`src/rtl/spn_pkg.sv`:
```
package spn_pkg;
   typedef struct packed {
      logic neg;    // source is active low
      logic valid;  // decision has settled
   } pol_stat_t;
endpackage

```
`src/rtl/spn_sync_chain.sv`:
```
module spn_sync_chain #(
   parameter int WIDTH  = 4,
   parameter int STAGES = 2
) (
   input  logic             clk,
   input  logic             rst_n,
   input  logic [WIDTH-1:0] d,
   output logic [WIDTH-1:0] q
);
   if (STAGES < 2) begin : g_bad_stages
      $error("spn_sync_chain: STAGES must be at least 2");
   end
   if (WIDTH < 1) begin : g_bad_width
      $error("spn_sync_chain: WIDTH must be at least 1");
   end

   logic [WIDTH-1:0] stg [STAGES];

   for (genvar i = 0; i < STAGES; i++) begin : g_stg
      if (i == 0) begin : g_first
         always_ff @(posedge clk or negedge rst_n) begin
            if (!rst_n) stg[i] <= '0;
            else        stg[i] <= d;
         end
      end else begin : g_next
         always_ff @(posedge clk or negedge rst_n) begin
            if (!rst_n) stg[i] <= '0;
            else        stg[i] <= stg[i-1];
         end
      end
   end

   assign q = stg[STAGES-1];
endmodule

```
`src/rtl/spn_pol_detect.sv`:
```
module spn_pol_detect
   import spn_pkg::*;
#(
   parameter int CNT_W  = 12,
   parameter int SETTLE = 4
) (
   input  logic      clk,
   input  logic      rst_n,
   input  logic      restart,
   input  logic      sig,
   output pol_stat_t stat
);
   localparam int SET_W = $clog2(SETTLE + 1);
   localparam logic [CNT_W-1:0] CNT_MAX = '1;
   localparam logic [SET_W-1:0] SET_LIM = SET_W'(SETTLE);

   if (SETTLE < 1) begin : g_bad_settle
      $error("spn_pol_detect: SETTLE must be at least 1");
   end
   if (CNT_W < 2) begin : g_bad_cnt
      $error("spn_pol_detect: CNT_W must be at least 2");
   end

   logic             sig_d;
   logic             armed;
   logic [CNT_W-1:0] hi_cnt;
   logic [CNT_W-1:0] lo_cnt;
   logic [SET_W-1:0] dec_cnt;
   logic             rise;

   assign rise = sig & ~sig_d;

   always_ff @(posedge clk or negedge rst_n) begin
      if (!rst_n) begin
         sig_d   <= 1'b0;
         armed   <= 1'b0;
         hi_cnt  <= '0;
         lo_cnt  <= '0;
         dec_cnt <= '0;
         stat    <= '0;
      end else begin
         sig_d <= sig;
         if (restart) begin
            armed   <= 1'b0;
            hi_cnt  <= '0;
            lo_cnt  <= '0;
            dec_cnt <= '0;
            stat    <= '0;
         end else if (rise) begin
            armed  <= 1'b1;
            hi_cnt <= CNT_W'(1);
            lo_cnt <= '0;
            if (armed) begin
               stat.neg <= (hi_cnt > lo_cnt);
               if (dec_cnt != SET_LIM) dec_cnt <= dec_cnt + 1'b1;
               if (dec_cnt >= SET_LIM - 1'b1) stat.valid <= 1'b1;
            end
         end else begin
            if (sig && hi_cnt != CNT_MAX)  hi_cnt <= hi_cnt + 1'b1;
            if (!sig && lo_cnt != CNT_MAX) lo_cnt <= lo_cnt + 1'b1;
         end
      end
   end

   // a restart leaves the path unsettled and non-inverting
   assert_restart_clears_R8: assert property (@(posedge clk) disable iff (!rst_n)
      restart |=> (!stat.valid && !stat.neg));

   // the polarity flag holds between decisions
   assert_pol_hold_R10: assert property (@(posedge clk) disable iff (!rst_n)
      (!restart && !rise) |=> $stable(stat.neg));

   // settling completes only on a period boundary
   assert_valid_on_edge_R6: assert property (@(posedge clk) disable iff (!rst_n)
      $rose(stat.valid) |-> $past(rise));
endmodule

```
`src/rtl/sync_polarity_norm.sv`:
```
module sync_polarity_norm
   import spn_pkg::*;
#(
   parameter int CNT_W       = 12,
   parameter int H_SETTLE    = 4,
   parameter int V_SETTLE    = 5,
   parameter int SYNC_STAGES = 2
) (
   input  logic clk,
   input  logic rst_n,
   input  logic h_sel,
   input  logic v_sel,
   input  logic hsync_in,
   input  logic sog_in,
   input  logic vsync_in,
   input  logic vsep_in,
   output logic h_out,
   output logic v_out,
   output logic h_pol_neg,
   output logic v_pol_neg,
   output logic h_valid,
   output logic v_valid
);
   localparam int V_MIN = 5;
   localparam int N_IN  = 4;

   if (V_SETTLE < V_MIN) begin : g_bad_vsettle
      $error("sync_polarity_norm: V_SETTLE must be at least 5 frames");
   end

   logic [N_IN-1:0] raw, syn;
   logic            h_sel_q, v_sel_q, restart;
   logic            h_sig, v_sig;
   pol_stat_t       h_stat, v_stat;

   assign raw = {vsep_in, vsync_in, sog_in, hsync_in};

   spn_sync_chain #(.WIDTH(N_IN), .STAGES(SYNC_STAGES)) u_sync (
      .clk(clk), .rst_n(rst_n), .d(raw), .q(syn)
   );

   always_ff @(posedge clk or negedge rst_n) begin
      if (!rst_n) begin
         h_sel_q <= 1'b0;
         v_sel_q <= 1'b0;
      end else begin
         h_sel_q <= h_sel;
         v_sel_q <= v_sel;
      end
   end

   assign restart = (h_sel != h_sel_q) | (v_sel != v_sel_q);
   assign h_sig   = h_sel ? syn[1] : syn[0];
   assign v_sig   = v_sel ? syn[3] : syn[2];

   spn_pol_detect #(.CNT_W(CNT_W), .SETTLE(H_SETTLE)) u_hdet (
      .clk(clk), .rst_n(rst_n), .restart(restart), .sig(h_sig), .stat(h_stat)
   );

   spn_pol_detect #(.CNT_W(CNT_W), .SETTLE(V_SETTLE)) u_vdet (
      .clk(clk), .rst_n(rst_n), .restart(restart), .sig(v_sig), .stat(v_stat)
   );

   assign h_out     = h_sig ^ h_stat.neg;
   assign v_out     = v_sig ^ v_stat.neg;
   assign h_pol_neg = h_stat.neg;
   assign v_pol_neg = v_stat.neg;
   assign h_valid   = h_stat.valid;
   assign v_valid   = v_stat.valid;

   // either select bit changing drops both settled flags
   assert_sel_change_clears_R8: assert property (@(posedge clk) disable iff (!rst_n)
      ((h_sel != h_sel_q) || (v_sel != v_sel_q)) |=> (!h_valid && !v_valid));
endmodule

```
`config.mk`:
```
export PLATFORM = sky130hd
export DESIGN_NAME = sync_polarity_norm
export DESIGN_NICKNAME = d
export VERILOG_FILES = /design/src/rtl/spn_pkg.sv /design/src/rtl/spn_sync_chain.sv /design/src/rtl/spn_pol_detect.sv /design/src/rtl/sync_polarity_norm.sv
export SDC_FILE = /design/constraint.sdc
export NUM_CORES = 1
export LEC_CHECK = 0
export BUFFER_PORTS_ARGS = -buffer_cell sky130_fd_sc_hd__buf_2
export CAP_MARGIN = 0
export CORE_MARGIN = 2
export CORE_UTILIZATION = 35
export CTS_CLUSTER_DIAMETER = 100
export DETAILED_ROUTE_END_ITERATION = 7
export HOLD_SLACK_MARGIN = 0.05
export REMOVE_ABC_BUFFERS = 1
export SLEW_MARGIN = 20
export SYNTH_ARGS = -nofsm -noshare
export SYNTH_HDL_FRONTEND = slang
export SYNTH_HIERARCHICAL = 1
export SYNTH_SLANG_ARGS = --single-unit
```
`constraint.sdc`:
```
create_clock -name clk -period 3.11 [get_ports clk]
set_input_delay 0.1555 -clock clk [delete_from_list [all_inputs] [get_ports clk]]
set_output_delay 0.1555 -clock clk [all_outputs]
set_load 0.02 [all_outputs]
```
; Word level (Yosys, flattened, before mapping)
; Cells that the tools add are included.
[classes]
addsub = 6
order_cmp = 4
n_eq_ne = 8
muxes = 34
bitwise_logic = 7
n_reduce_logical = 24
[ops]
columns = operator, count
row1 = $mux W12, 12
row2 = $add A12 B1 Y12 const B, 4
row3 = $ne A12 B12 Y1 const B, 4
row4 = $gt A12 B12 Y1, 2
row5 = $mux W3, 8
row6 = $reduce_bool A2 Y1, 8
row7 = $mux W2, 6
row8 = $reduce_and A3 Y1, 4
row9 = $reduce_bool A3 Y1, 4
row10 = $mux W1, 8
row11 = $add A3 B1 Y3 const B, 2
row12 = $ne A3 B3 Y1 const B, 2
row13 = $logic_and A1 B1 Y1, 4
row14 = $reduce_and A2 Y1, 2
row15 = $ge A3 B2 Y1 const B, 1
row16 = $ge A3 B3 Y1 const B, 1
row17 = $and A1 B1 Y1, 2
row18 = $logic_not A1 Y1, 2
row19 = $ne A1 B1 Y1, 2
row20 = $not A1 Y1, 2
row21 = $xor A1 B1 Y1, 2
row22 = $or A1 B1 Y1, 1
[word_totals]
ff_bits = 72
in_bits = 8
output_inout_bits = 6

; Logic depth before layout (Yosys ltp)
; Gate-level depths: netlist of the first run.
[logic_depth]
ltp_word = 6
ltp_mapped = 8
mapped_depth_nobuf = 7

; Cells and area by module
; The synthesis of the first run kept the hierarchy.
[by_module_without_submodules]
columns = mod, n_inst, cells_each, area_per_inst_um2, seq_area_each_um2
row1 = spn_pol_detect at u_hdet, 1, 205, 1930.6, 775.7
row2 = spn_pol_detect at u_vdet, 1, 202, 1886.8, 775.7
row3 = spn_sync_chain, 1, 12, 230.2, 200.2
row4 = sync_polarity_norm, 1, 9, 118.9, 50.0

; Worst setup path before layout of the first run
; No wires, ideal clock.
[synth_timing]
path_type = reg2reg
start = register u_sync.stg (netlist bit u_sync/q[0])
end = register u_hdet.lo_cnt[11]
t_arrival_ns = 1.694
t_required_ns = 2.989
setup_slack_ns = 1.295
stages_incl_launch_ff = 9
path_buffers = 2
period_less_slack_ns = 1.815
cell_sequence = dfrtp_1 buf_4 mux2_4 buf_4 nand3b_1 a311oi_2 nand4_1 xnor2_1 nor2_1
[synth_via]
elab_chain_len = 4
elab_cells_between_ends = 7
cone_classes = 3 x mux / 1 x bitwise / 3 x reduce/logical
[synth_lines]
columns = element, line_no
row1 = from (decl), spn_sync_chain.sv:17  ; logic [WIDTH-1:0] stg [STAGES];
row2 = "from (signal, indexed assignment)", spn_sync_chain.sv:28  ; else stg[i] <= stg[i-1];
row3 = $mux W1 *, sync_polarity_norm.sv:53  ; assign h_sig = h_sel ? syn[1] : syn[0];
row4 = named net h_sig, sync_polarity_norm.sv:33  ; logic h_sig, v_sig;
row5 = $and A1 B1 Y1 / $logic_not A1 Y1 (equally long branches), "spn_pol_detect.sv:31, spn_pol_detect.sv:60"
row6 = $mux W12 / $logic_and A1 B1 Y1 (equally long branches), "spn_pol_detect.sv:49, spn_pol_detect.sv:60"
row7 = $mux W12 / $reduce_bool A3 Y1 (equally long branches), n/a
row8 = to (signal assigned), spn_pol_detect.sv:60  ; if (!sig && lo_cnt != CNT_MAX) lo_cnt <= lo_cnt + 1'b1;
row9 = to (decl), spn_pol_detect.sv:27  ; logic [CNT_W-1:0] lo_cnt;
; The timed path passes the listed nets; every way through them passes the cells marked *.
; A chain may end at the register's enable or synchronous reset.

; Worst setup path in the final report of the first run
[layout_timing]
start = input h_sel
end = register u_hdet/stat[1] in the netlist's numbering
[layout_via]
elab_chain_len = 4
elab_cells_between_ends = 8
cone_classes = 1 x eq/ne / 2 x mux / 2 x bitwise / 3 x reduce/logical
[layout_lines]
columns = element, line_no
row1 = from (decl), sync_polarity_norm.sv:11  ; input logic h_sel,
row2 = $mux W1, sync_polarity_norm.sv:53
row3 = named net h_sig, sync_polarity_norm.sv:33
row4 = $and A1 B1 Y1, spn_pol_detect.sv:31  ; assign rise = sig & ~sig_d;
row5 = $reduce_bool A2 Y1 (no source line), n/a
row6 = $reduce_and A2 Y1 (no source line), n/a
row7 = to (decl), spn_pol_detect.sv:11  ; output pol_stat_t stat
; The timed path passes the listed nets, and every way through them passes these cells.

==> impl_metrics.json, run 1 <==
{
  "cts_tree": "built",
  "tns_ns": 0,
  "clock_latency_ns": 0.33,
  "crit_fanout": 13,
  "utilization_pct": 40.7,
  "hpwl_um": 5830,
  "drc": 1,
  "rows": 39,
  "cts_setup_buffers": 0,
  "die-width_um": 113,
  "maxCapViolCount": 0,
  "required_ns": 3.29,
  "max_freq_mhz": 480,
  "antenna_found_initial": 0,
  "preCtsSetupSlack_ns": 1.12,
  "multi_input_area_um2": 2180,
  "grt_pass1_wl_um": 14600,
  "cp.arrival_ns": 2.27,
  "powerDensity_nw_per_um2": 436,
  "core_area_um2": 11500,
  "via_count": 3074,
  "die_area_um2": 12800,
  "synth_warnings": 6,
  "grt_max_degree": 47,
  "cts_root_buf": "clkbuf_16",
  "wl_per_cell_um": 13.9,
  "nets": 489,
  "vdd_drop_max_mv": 0.357,
  "start_util_pct": 36.2,
  "die_h_um": 113,
  "syn_to_final_growth_pct": 12.6,
  "drt-initial-drc-count": 152,
  "synth_edf_count": 0,
  "h-tree-depth": 3,
  "drt_wl_total_um": 8240,
  "detail_route.first_pass.iterations": 6,
  "fin_crit_sh_pct": 67.0,
  "slew_headroom_pct": 46.0,
  "avgSynthCellArea_um2": 9.73,
  "hold_viol": 0,
  "synth.ff_latch_count": 72,
  "synthArstFlopShare_pct": 100,
  "io_buffers": 13,
  "io_pins": 14,
  "hp-class": "reg -> reg",
  "violations": "design-rule violations",
  "tightest_slew_ns": 0.810,
  "avgViaCountPerCell": 5.18,
  "ant_nets": 0,
  "post_cts_resized": 0,
  "grt_pass1_vias": 3130,
  "synthFlopType": "dfrtp_1",
  "timing.reg2reg.setup_slack_ns": 1.19,
  "crit_path_end_kind": "flip-flop",
  "grt.total_usage_pct": 14.1,
  "slew_violations": 0,
  "seqCellArea_um2": 1800,
  "grt_overflow": 0,
  "cts.reportedPaths.clkPinSlew_ns": 0.06,
  "syn_inst": 428,
  "fin_ws_ns": 1.03,
  "antenna_cells": 0,
  "numCtsBuffers": 9,
  "cts_buffer_depth": 2,
  "startpoint_type": "input pin",
  "power.total_uw": 2040,
  "grt_setup_unrepaired": "false",
  "fin_crit_ns": 2.08,
  "fin_skew_ns": 0.00503,
  "synth.yosys.seq_area_share_pct": 43.2,
  "holdWs_ns": 0.346,
  "status": "finished, violations left",
  "clock-sinks": 72,
  "critPathKind": "in -> reg",
  "drive_gt1_share_pct": 11.3,
  "cts_hold_buf": 7,
  "yosys.cell_types.count": 57,
  "finalSetupViolCount": 0,
  "syn_area_um2": 4170,
  "nFillCells": 1130,
  "p_leak_uw": 0.00199,
  "gp_congestion": 0.794
}
-- kinds of logic after synthesis --
kind of cell             after synthesis  synth area share [%]
XOR/XNOR                              30                  6.31
flip-flops                            72                  43.2
AO/OA/AOI/OAI                         53                  9.31
adder cells (fa/ha/maj)               33                  9.91
buffers and inverters                 42                  4.53
multiplexers                          10                  2.64
AND/OR/NAND/NOR                      188                  24.1
-- worst max-delay path, cell delays in order --
cell and delay [ns]:
dlygate4sd3_1 0.53, buf_2 0.15, mux2_4 0.31, nor2b_2 0.23, nand2_1 0.17, a211o_1 0.33
a211oi_1 0.29, nor4_1 0.10
-- layout make-up --
cell class | instances | share of cell area [%]
timing repair buffer | 22 | 3.26
sequential | 72 | 38.4
clock inverter | 3 | 0.400
inverter | 29 | 2.32
multi-input combinational | 314 | 46.4
tap | 143 | 3.82
clock buffer | 11 | 5.39
-- sequential cells by signal, indices dropped and copies added, names as in the netlist --
signal,count
u_hdet/dec_cnt,3
u_hdet/stat,2
u_vdet/lo_cnt,12
v_sel_q,1
u_vdet/armed,1
h_sel_q,1
u_hdet/armed,1
u_hdet/sig_d,1
u_vdet/sig_d,1
u_sync/q,4
u_vdet/stat,2
u_hdet/lo_cnt,12
u_vdet/hi_cnt,12
u_hdet/hi_cnt,12
u_vdet/dec_cnt,3
u_sync/stg,4
-- per-layer routing --
| metal | global-route usage [%] | up-vias | wire length (µm) |
|---|---|---|---|
| li1 | - | 1539 | - |
| met1 | 18.0 | 1497 | 3940 |
| met2 | 23.2 | 30 | 3980 |
| met3 | 3.86 | 8 | 224 |
| met4 | 4.55 | 0 | 82 |
| met5 | 0 | - | 0 |
-- cells in the mapped netlist (all sizes together), types with 3 or more instances --
library cell  count  share of area [%]
and3             12                1.8
nand2            21                1.9
or2               3               0.45
nor4              4               0.60
or3               5               0.75
xnor2            23                4.8
nand3            18                2.4
inv              29                2.6
and4              6                1.4
a21oi            15                1.8
nor2b             6               0.96
nor3             19                2.8
xor2              7                1.5
a31oi             3               0.81
buf              10                1.7
dfrtp            72                 43
nand4            15                2.6
clkbuf            3               0.27
ha               33                9.9
mux2i             8                1.9
o21ai             9                1.1
and2              5               0.75
a211oi           11                2.2
nor2             66                6.0
-- stage by stage --
step                      instances  cell area, µm²
after floorplan                 415            4090
after global placement          573            4350
after detailed placement        573            4350
after CTS                       594            4690
after global routing            594            4690
final                           594            4690
-- report_power, final --
group / total (µW) / internal, µW / leakage [µW] / switching, µW
Sequential: 968 / 953 / 0.000976 / 14.2
Clock: 944 / 572 / 0.000137 / 371
Combinational: 134 / 46.2 / 0.000874 / 87.4
-- final timing paths --
path                               start           endpoint  cells after the start
min in group asynchronous          rst_n  u_hdet/dec_cnt[2]                      2
hold / removal             u_sync/stg[6]        u_sync/q[2]                      0
max in group asynchronous          rst_n   u_hdet/lo_cnt[1]                      3
setup / recovery                   h_sel     u_hdet/stat[1]                      8
setup reg to reg                 h_sel_q   u_hdet/hi_cnt[8]                      4
hold reg to reg            u_sync/stg[6]        u_sync/q[2]                      0
-- layout by cell type, fill, tap and decap left out, drive strengths merged, types with 2 or more instances in the layout --
cell,Yosys,final
dfrtp,72,72
nor2,66,66
ha,33,33
inv,29,29
xnor2,23,23
nand2,21,21
nor3,19,19
nand3,18,18
a21oi,15,15
nand4,15,15
buf,10,15
and3,12,12
clkbuf,3,11
a211oi,11,11
o21ai,9,9
mux2i,8,8
xor2,7,7
dlygate4sd3,0,7
nor2b,6,6
and4,6,6
or3,5,5
and2,5,5
nor4,4,4
clkinv,0,3
or2,3,3
a31oi,3,3
mux2,2,2
nand3b,2,2
nand4b,2,2
a21o,2,2
a221o,2,2
a211o,2,2
o211ai,2,2
a311oi,2,2
Power figures use the tool's default switching activity.
==> run 2, diff against run 1 <==
==> constraint.sdc (replaced) <==
create_clock -name clk -period 1.7 [get_ports clk]
set_input_delay 0.085 -clock clk [delete_from_list [all_inputs] [get_ports clk]]
set_output_delay 0.085 -clock clk [all_outputs]
set_load 0.02 [all_outputs]
==> run 2 against run 1 <==
The run still ends with design-rule violations left. Critical path type is now reg -> reg. Via count grew 8.8%. Largest power group is now the clock network. Worst setup slack worse by 1.0 ns. Routed wire length grew 7.5%. Global-route usage grew 0.50 points. Register-to-register slack got worse by 1.2 ns.
==> impl_metrics.json, run 2 (synthesized netlist as in run 1, its figures left out) <==
{
  "drt-initial-drc-count": 159,
  "wl_per_cell_um": 13.7,
  "core_area_um2": 11500,
  "avgViaCountPerCell": 5.18,
  "p_comb_share_pct": 8.5,
  "startpoint_type": "flip-flop",
  "grt_overflow": 0,
  "die-width_um": 113,
  "fin_crit_ns": 1.68,
  "power_frac_clock_pct": 47.0,
  "cts_root_buf": "clkbuf_16",
  "rows": 39,
  "critPathKind": "reg -> reg",
  "power_frac_seq_pct": 44.4,
  "finalInstanceArea_um2": 5270,
  "clock_latency_ns": 0.33,
  "drt_wl_total_um": 8860,
  "grt_pass1_vias": 3269,
  "final_cell_mix": "dfrtp_1 (67), nor2_1 (65), buf_4 (47), ha_1 (29), inv_1 (27)",
  "slew_headroom_pct": 67.2,
  "clock-sinks": 72,
  "gp_congestion": 0.835,
  "fin_crit_sh_pct": 98.6,
  "powerDensity_nw_per_um2": 751,
  "cts_buffer_depth": 2,
  "placed_area_um2": 4680,
  "start_util_pct": 36.2,
  "numCtsBuffers": 9,
  "grt.total_usage_pct": 14.6,
  "vdd_drop_max_mv": 0.437,
  "maxCapViolCount": 0,
  "via_count": 3344,
  "drc": 1,
  "io_buffers": 13,
  "hp-class": "in -> reg",
  "io_pins": 14,
  "cp.arrival_ns": 1.89,
  "holdWs_ns": 0.193,
  "switching_share_pct": 22.7,
  "p_leak_uw": 0.00229,
  "hold_viol": 0,
  "nets": 538,
  "grt_setup_unrepaired": "true",
  "detail_route.first_pass.iterations": 8,
  "cts.reportedPaths.clkPinSlew_ns": 0.06,
  "fin_skew_ns": 0.00551,
  "power.total_uw": 3960,
  "crit_fanout": 2,
  "slew_violations": 0,
  "h-tree-depth": 3,
  "antenna_cells": 0,
  "utilization_pct": 45.8,
  "status": "finished, violations left",
  "die_area_um2": 12800,
  "required_ns": 1.91,
  "die_h_um": 113,
  "antenna_found_initial": 0,
  "grt_max_degree": 54,
  "syn_to_final_growth_pct": 26.6,
  "violations": "design-rule violations",
  "grt_pass1_wl_um": 15100,
  "drive_gt1_share_pct": 25.5,
  "power_switching_uw": 900,
  "crit_path_end_kind": "flip-flop",
  "max_freq_mhz": 597,
  "ant_nets": 0,
  "p_int_uw": 3060,
  "hpwl_um": 6290,
  "final_common_cell": "dfrtp_1",
  "cts_tree": "built",
  "finalSetupViolCount": 0,
  "tightest_slew_ns": 0.492
}
-- run 2: cell types whose count changed in the layout (fill, tap and decap cells not counted), sizes merged --
cell and delta:
buf +49, bufinv +1, clkinvlp +1
-- run 2: repair_timing --
item	in CTS	in global routing
pin swaps	0	11
setup endpoints to repair	3	23
gates cloned	0	0
buffers inserted	0	9
resized for setup	5	27
hold buffers	7	0
hold endpoints to repair	25	0
-- run 2: cell type report --
| type | instances | area (µm²) |
|---|---|---|
| fillers | 1078 | 6240 |
| multi-input cells | 314 | 2320 |
| flip-flops and latches | 72 | 1810 |
| repair buffers | 71 | 559 |
| clock buffers | 11 | 243 |
| well taps | 143 | 179 |
| inverters | 29 | 109 |
| clock inverters | 5 | 56.3 |
-- run 2: stage by stage --
stage	setup TNS [ns]	instances	setup slack, ns
after floorplan	0	415	0.0353
after global placement	0	613	0.0149
after detailed placement	-0.0781	613	-0.0429
after CTS	0	636	0.00232
after global routing	-0.312	645	-0.0579
final	0	645	0.0237
-- run 2: worst paths after layout --
check | from | to | slack [ns] | cells after the start
worst max register to register | u_vdet/lo_cnt[9] | u_vdet/stat[1] | 0.02 | 7
min in group asynchronous | rst_n | u_hdet/hi_cnt[8] | 0.25 | 2
worst min register to register | u_sync/stg[5] | u_sync/q[1] | 0.35 | 0
worst max-delay path | u_vdet/lo_cnt[9] | u_vdet/stat[1] | 0.02 | 7
max in group asynchronous | rst_n | u_vdet/hi_cnt[3] | 0.79 | 3
worst min-delay path | h_sel | u_hdet/sig_d | 0.19 | 3
-- run 2: worst max-delay path, cell delays in order, from the launching register on --
cell      delay (ns)
dfrtp_1         0.40
inv_1           0.10
ha_4            0.21
a211oi_2        0.22
nor2_1          0.08
a211o_1         0.28
a211oi_2        0.22
nor4_2          0.06
-- run 2: power groups by stage --
stage / clock network [µW] / registers [µW] / logic, µW
3_5_place_dp: 0 / 1790 / 312
2_1_floorplan: 0 / 1790 / 140
4_1_cts: 1930 / 1760 / 328
3_3_place_gp: 0 / 1790 / 307
5_1_grt: 2010 / 1760 / 377
6_report: 1860 / 1760 / 338
-- run 2: metal layers --
layer  share of wire, %  track usage [%]
met2                 51             25.1
met4                1.1             4.47
met3                2.8             3.48
met1                 45             18.1
met5                  0                0
==> run 3, diff against run 2 <==
--- a/config.mk
+++ b/config.mk
@@ -5,6 +5,7 @@
 export SDC_FILE = /design/constraint.sdc
 export NUM_CORES = 1
 export LEC_CHECK = 0
+export ABC_AREA = 1
 export BUFFER_PORTS_ARGS = -buffer_cell sky130_fd_sc_hd__buf_2
 export CAP_MARGIN = 0
 export CORE_MARGIN = 2
==> run 3 against run 2 <==
The run now ends clean. Via count is 20% higher. Critical path depth is 1 higher. First-iteration DRC count is 28% higher. Sequential power hardly changed.
==> impl_metrics.json, run 3 <==
{
  "status": "complete, no violations",
  "io_pins": 14,
  "synth_warnings": 6,
  "die-width_um": 119,
  "critPathKind": "reg -> reg",
  "fin_crit_ns": 1.59,
  "cts_tree": "built",
  "hpwl_um": 7920,
  "cp.arrival_ns": 1.80,
  "crit_top_cell": "nand2_4",
  "finalSetupViolCount": 0,
  "powerDensity_nw_per_um2": 787,
  "core_area_um2": 12700,
  "cp_cell_sequence": "ha_2 -> nand2_1 -> nor2_2 -> nand3_2 -> nand2_4 -> nand2_4 -> inv_2 -> o21ai_0",
  "critPathMaxStageDelay_ns": 0.43,
  "synth_xor_area_share_pct": 1.14,
  "antenna_cells": 0,
  "grt_pass1_wl_um": 18500,
  "slowest_stage": "dfrtp_1",
  "muxShareOfSynthArea_pct": 0,
  "final_common_cell": "nand2_1",
  "avgViaCountPerCell": 4.83,
  "crit_path_end_kind": "flip-flop",
  "drive_gt1_share_pct": 14.0,
  "clock_latency_ns": 0.34,
  "fin_skew_ns": 0.00690,
  "slew_headroom_pct": 73.0,
  "syn_area_um2": 4600,
  "reg2reg_depth": 8,
  "maxCapViolCount": 0,
  "max_freq_mhz": 630,
  "synth_adder_area_share_pct": 8.97,
  "cts.reportedPaths.clkPinSlew_ns": 0.06,
  "avgSynthCellArea_um2": 7.49,
  "gp_congestion": 0.898,
  "via_count": 4026,
  "synth.ff_latch_count": 72,
  "nets": 698,
  "startpoint_type": "flip-flop",
  "h-tree-depth": 3,
  "synth.yosys.seq_area_share_pct": 39.1,
  "clock-sinks": 72,
  "drt-initial-drc-count": 203,
  "die_h_um": 119,
  "fin_crit_sh_pct": 93.3,
  "grt_setup_unrepaired": "true",
  "wl_per_cell_um": 12.8,
  "rr_startpoint": "u_vdet/lo_cnt[1]",
  "synth-compound-area-share_pct": 9.18,
  "cts_root_buf": "clkbuf_16",
  "drc": 0,
  "syn_inst": 615,
  "synth_edf_count": 0,
  "antenna_found_initial": 0,
  "drt_wl_total_um": 10700,
  "timing.reg2reg.setup_slack_ns": 0.11,
  "ant_nets": 0,
  "grt_max_degree": 45,
  "tns_ns": 0,
  "start_util_pct": 36.2,
  "rows": 41,
  "die_area_um2": 14100,
  "grt_overflow": 0,
  "tightest_slew_ns": 0.404,
  "cts_buffer_depth": 2,
  "r2r_end": "u_vdet/lo_cnt[7]",
  "synth.top_cells.by_count": "nand2_1 (160), inv_1 (74), dfrtp_1 (72)",
  "yosysTopAreaCellShare_pct": 39.1,
  "utilization_pct": 43.0,
  "synth.most_common_cell": "nand2_1",
  "hp-class": "in -> async",
  "crit_fanout": 10,
  "synth.area.top_cells": "dfrtp_1 (39%), nand2_1 (13%), ha_1 (9.0%)",
  "io_buffers": 13,
  "synthFlopType": "dfrtp_1",
  "synth_top_family_by_area": "simple AND/OR/NAND/NOR gates",
  "p_leak_uw": 0.00242,
  "final_cell_mix": "nand2_1 (160), dfrtp_1 (71), inv_1 (70), nor2_1 (69), nand3_1 (43)",
  "grt.total_usage_pct": 16.0,
  "hold_viol": 0,
  "numCtsBuffers": 9,
  "slew_violations": 0,
  "synthArstFlopShare_pct": 100,
  "synth-simple-area-share_pct": 33.0,
  "vdd_drop_max_mv": 0.614,
  "required_ns": 1.91,
  "grt_pass1_vias": 3978,
  "detail_route.first_pass.iterations": 4,
  "syn_to_final_growth_pct": 18.7,
  "yosys.area.top_type": "dfrtp_1",
  "yosys.cell_types.count": 37
}
[run 3: cells by family (layout without fill, tap and decap cells)]
| logic type | after synthesis | in the layout |
|---|---|---|
| AOI/OAI and AO/OA | 81 | 81 |
| xor gates and xnor gates | 6 | 6 |
| adders and majority gates | 33 | 33 |
| buffers and inverters | 94 | 141 |
| DFF | 72 | 72 |
| and+or+nand+nor | 329 | 329 |
[run 3: per-layer routing]
layer  up-vias  wire [µm]  part of all wire [%]  global-route usage, %
li1       2072          -                     -                      -
met1      1911       4810                    45                   19.6
met2        36       5450                    51                   28.1
met3         7        263                   2.5                   3.04
met4         0        144                   1.3                   5.58
met5         -          0                     0                      0
[run 3: metrics by stage]
| stage | power, µW | hold slack (ns) | setup WS, ns | cells | cell area, µm² |
|---|---|---|---|---|---|
| floorplan | 2040 | -0.211 | -0.182 | 607 | 4540 |
| global placement | 2220 | 0.0424 | 0.120 | 808 | 4980 |
| CTS | 4320 | 0.228 | 0.0482 | 831 | 5380 |
| global route | 4470 | 0.246 | 0.000146 | 834 | 5470 |
| finish | 4300 | 0.223 | 0.114 | 834 | 5470 |
| detailed placement | 2230 | 0.0497 | 0.0611 | 808 | 4980 |
[run 3: what timing repair did]
action,4_1_cts,5_1_grt
setup endpoints to repair,0,25
hold buffers,7,0
setup buffers,0,2
resized for setup,0,12
endpoints found under the hold margin,34,0
[run 3: worst max-delay path by stage]
stage / slack [ns] / startpoint / endpoint
global placement: 0.12 / u_hdet/hi_cnt[1] / u_hdet/hi_cnt[5]
finish: 0.11 / u_vdet/lo_cnt[1] / u_vdet/lo_cnt[7]
global route: 0.0001 / h_sel / u_hdet/lo_cnt[6]
detailed placement: 0.06 / u_hdet/hi_cnt[1] / u_hdet/hi_cnt[0]
floorplan: -0.18 / h_sel_q / u_hdet/hi_cnt[10]
CTS: 0.05 / u_hdet/hi_cnt[1] / u_hdet/hi_cnt[0]
[run 3: final cells by class]
type | count | area (µm²)
fill | 1286 | 7260
multi-input combinational | 449 | 2420
sequential | 72 | 1800
timing repair buffer | 39 | 360
inverter | 86 | 342
clock buffer | 10 | 229
tap | 172 | 215
clock inverter | 6 | 93.8
[run 3: where the power goes]
group,internal [µW],switching [µW]
Sequential,1750,25.2
Combinational,179,299
Clock,1290,760
Total,3220,1080
[run 3: critical path, delay by kind of cell (launching register included)]
family                     cells  cell delay, ns
adders and majority gates      1            0.24
DFF                            1            0.43
and+or+nand+nor                5            0.63
buffers and inverters          1            0.08
AOI/OAI and AO/OA              1            0.09
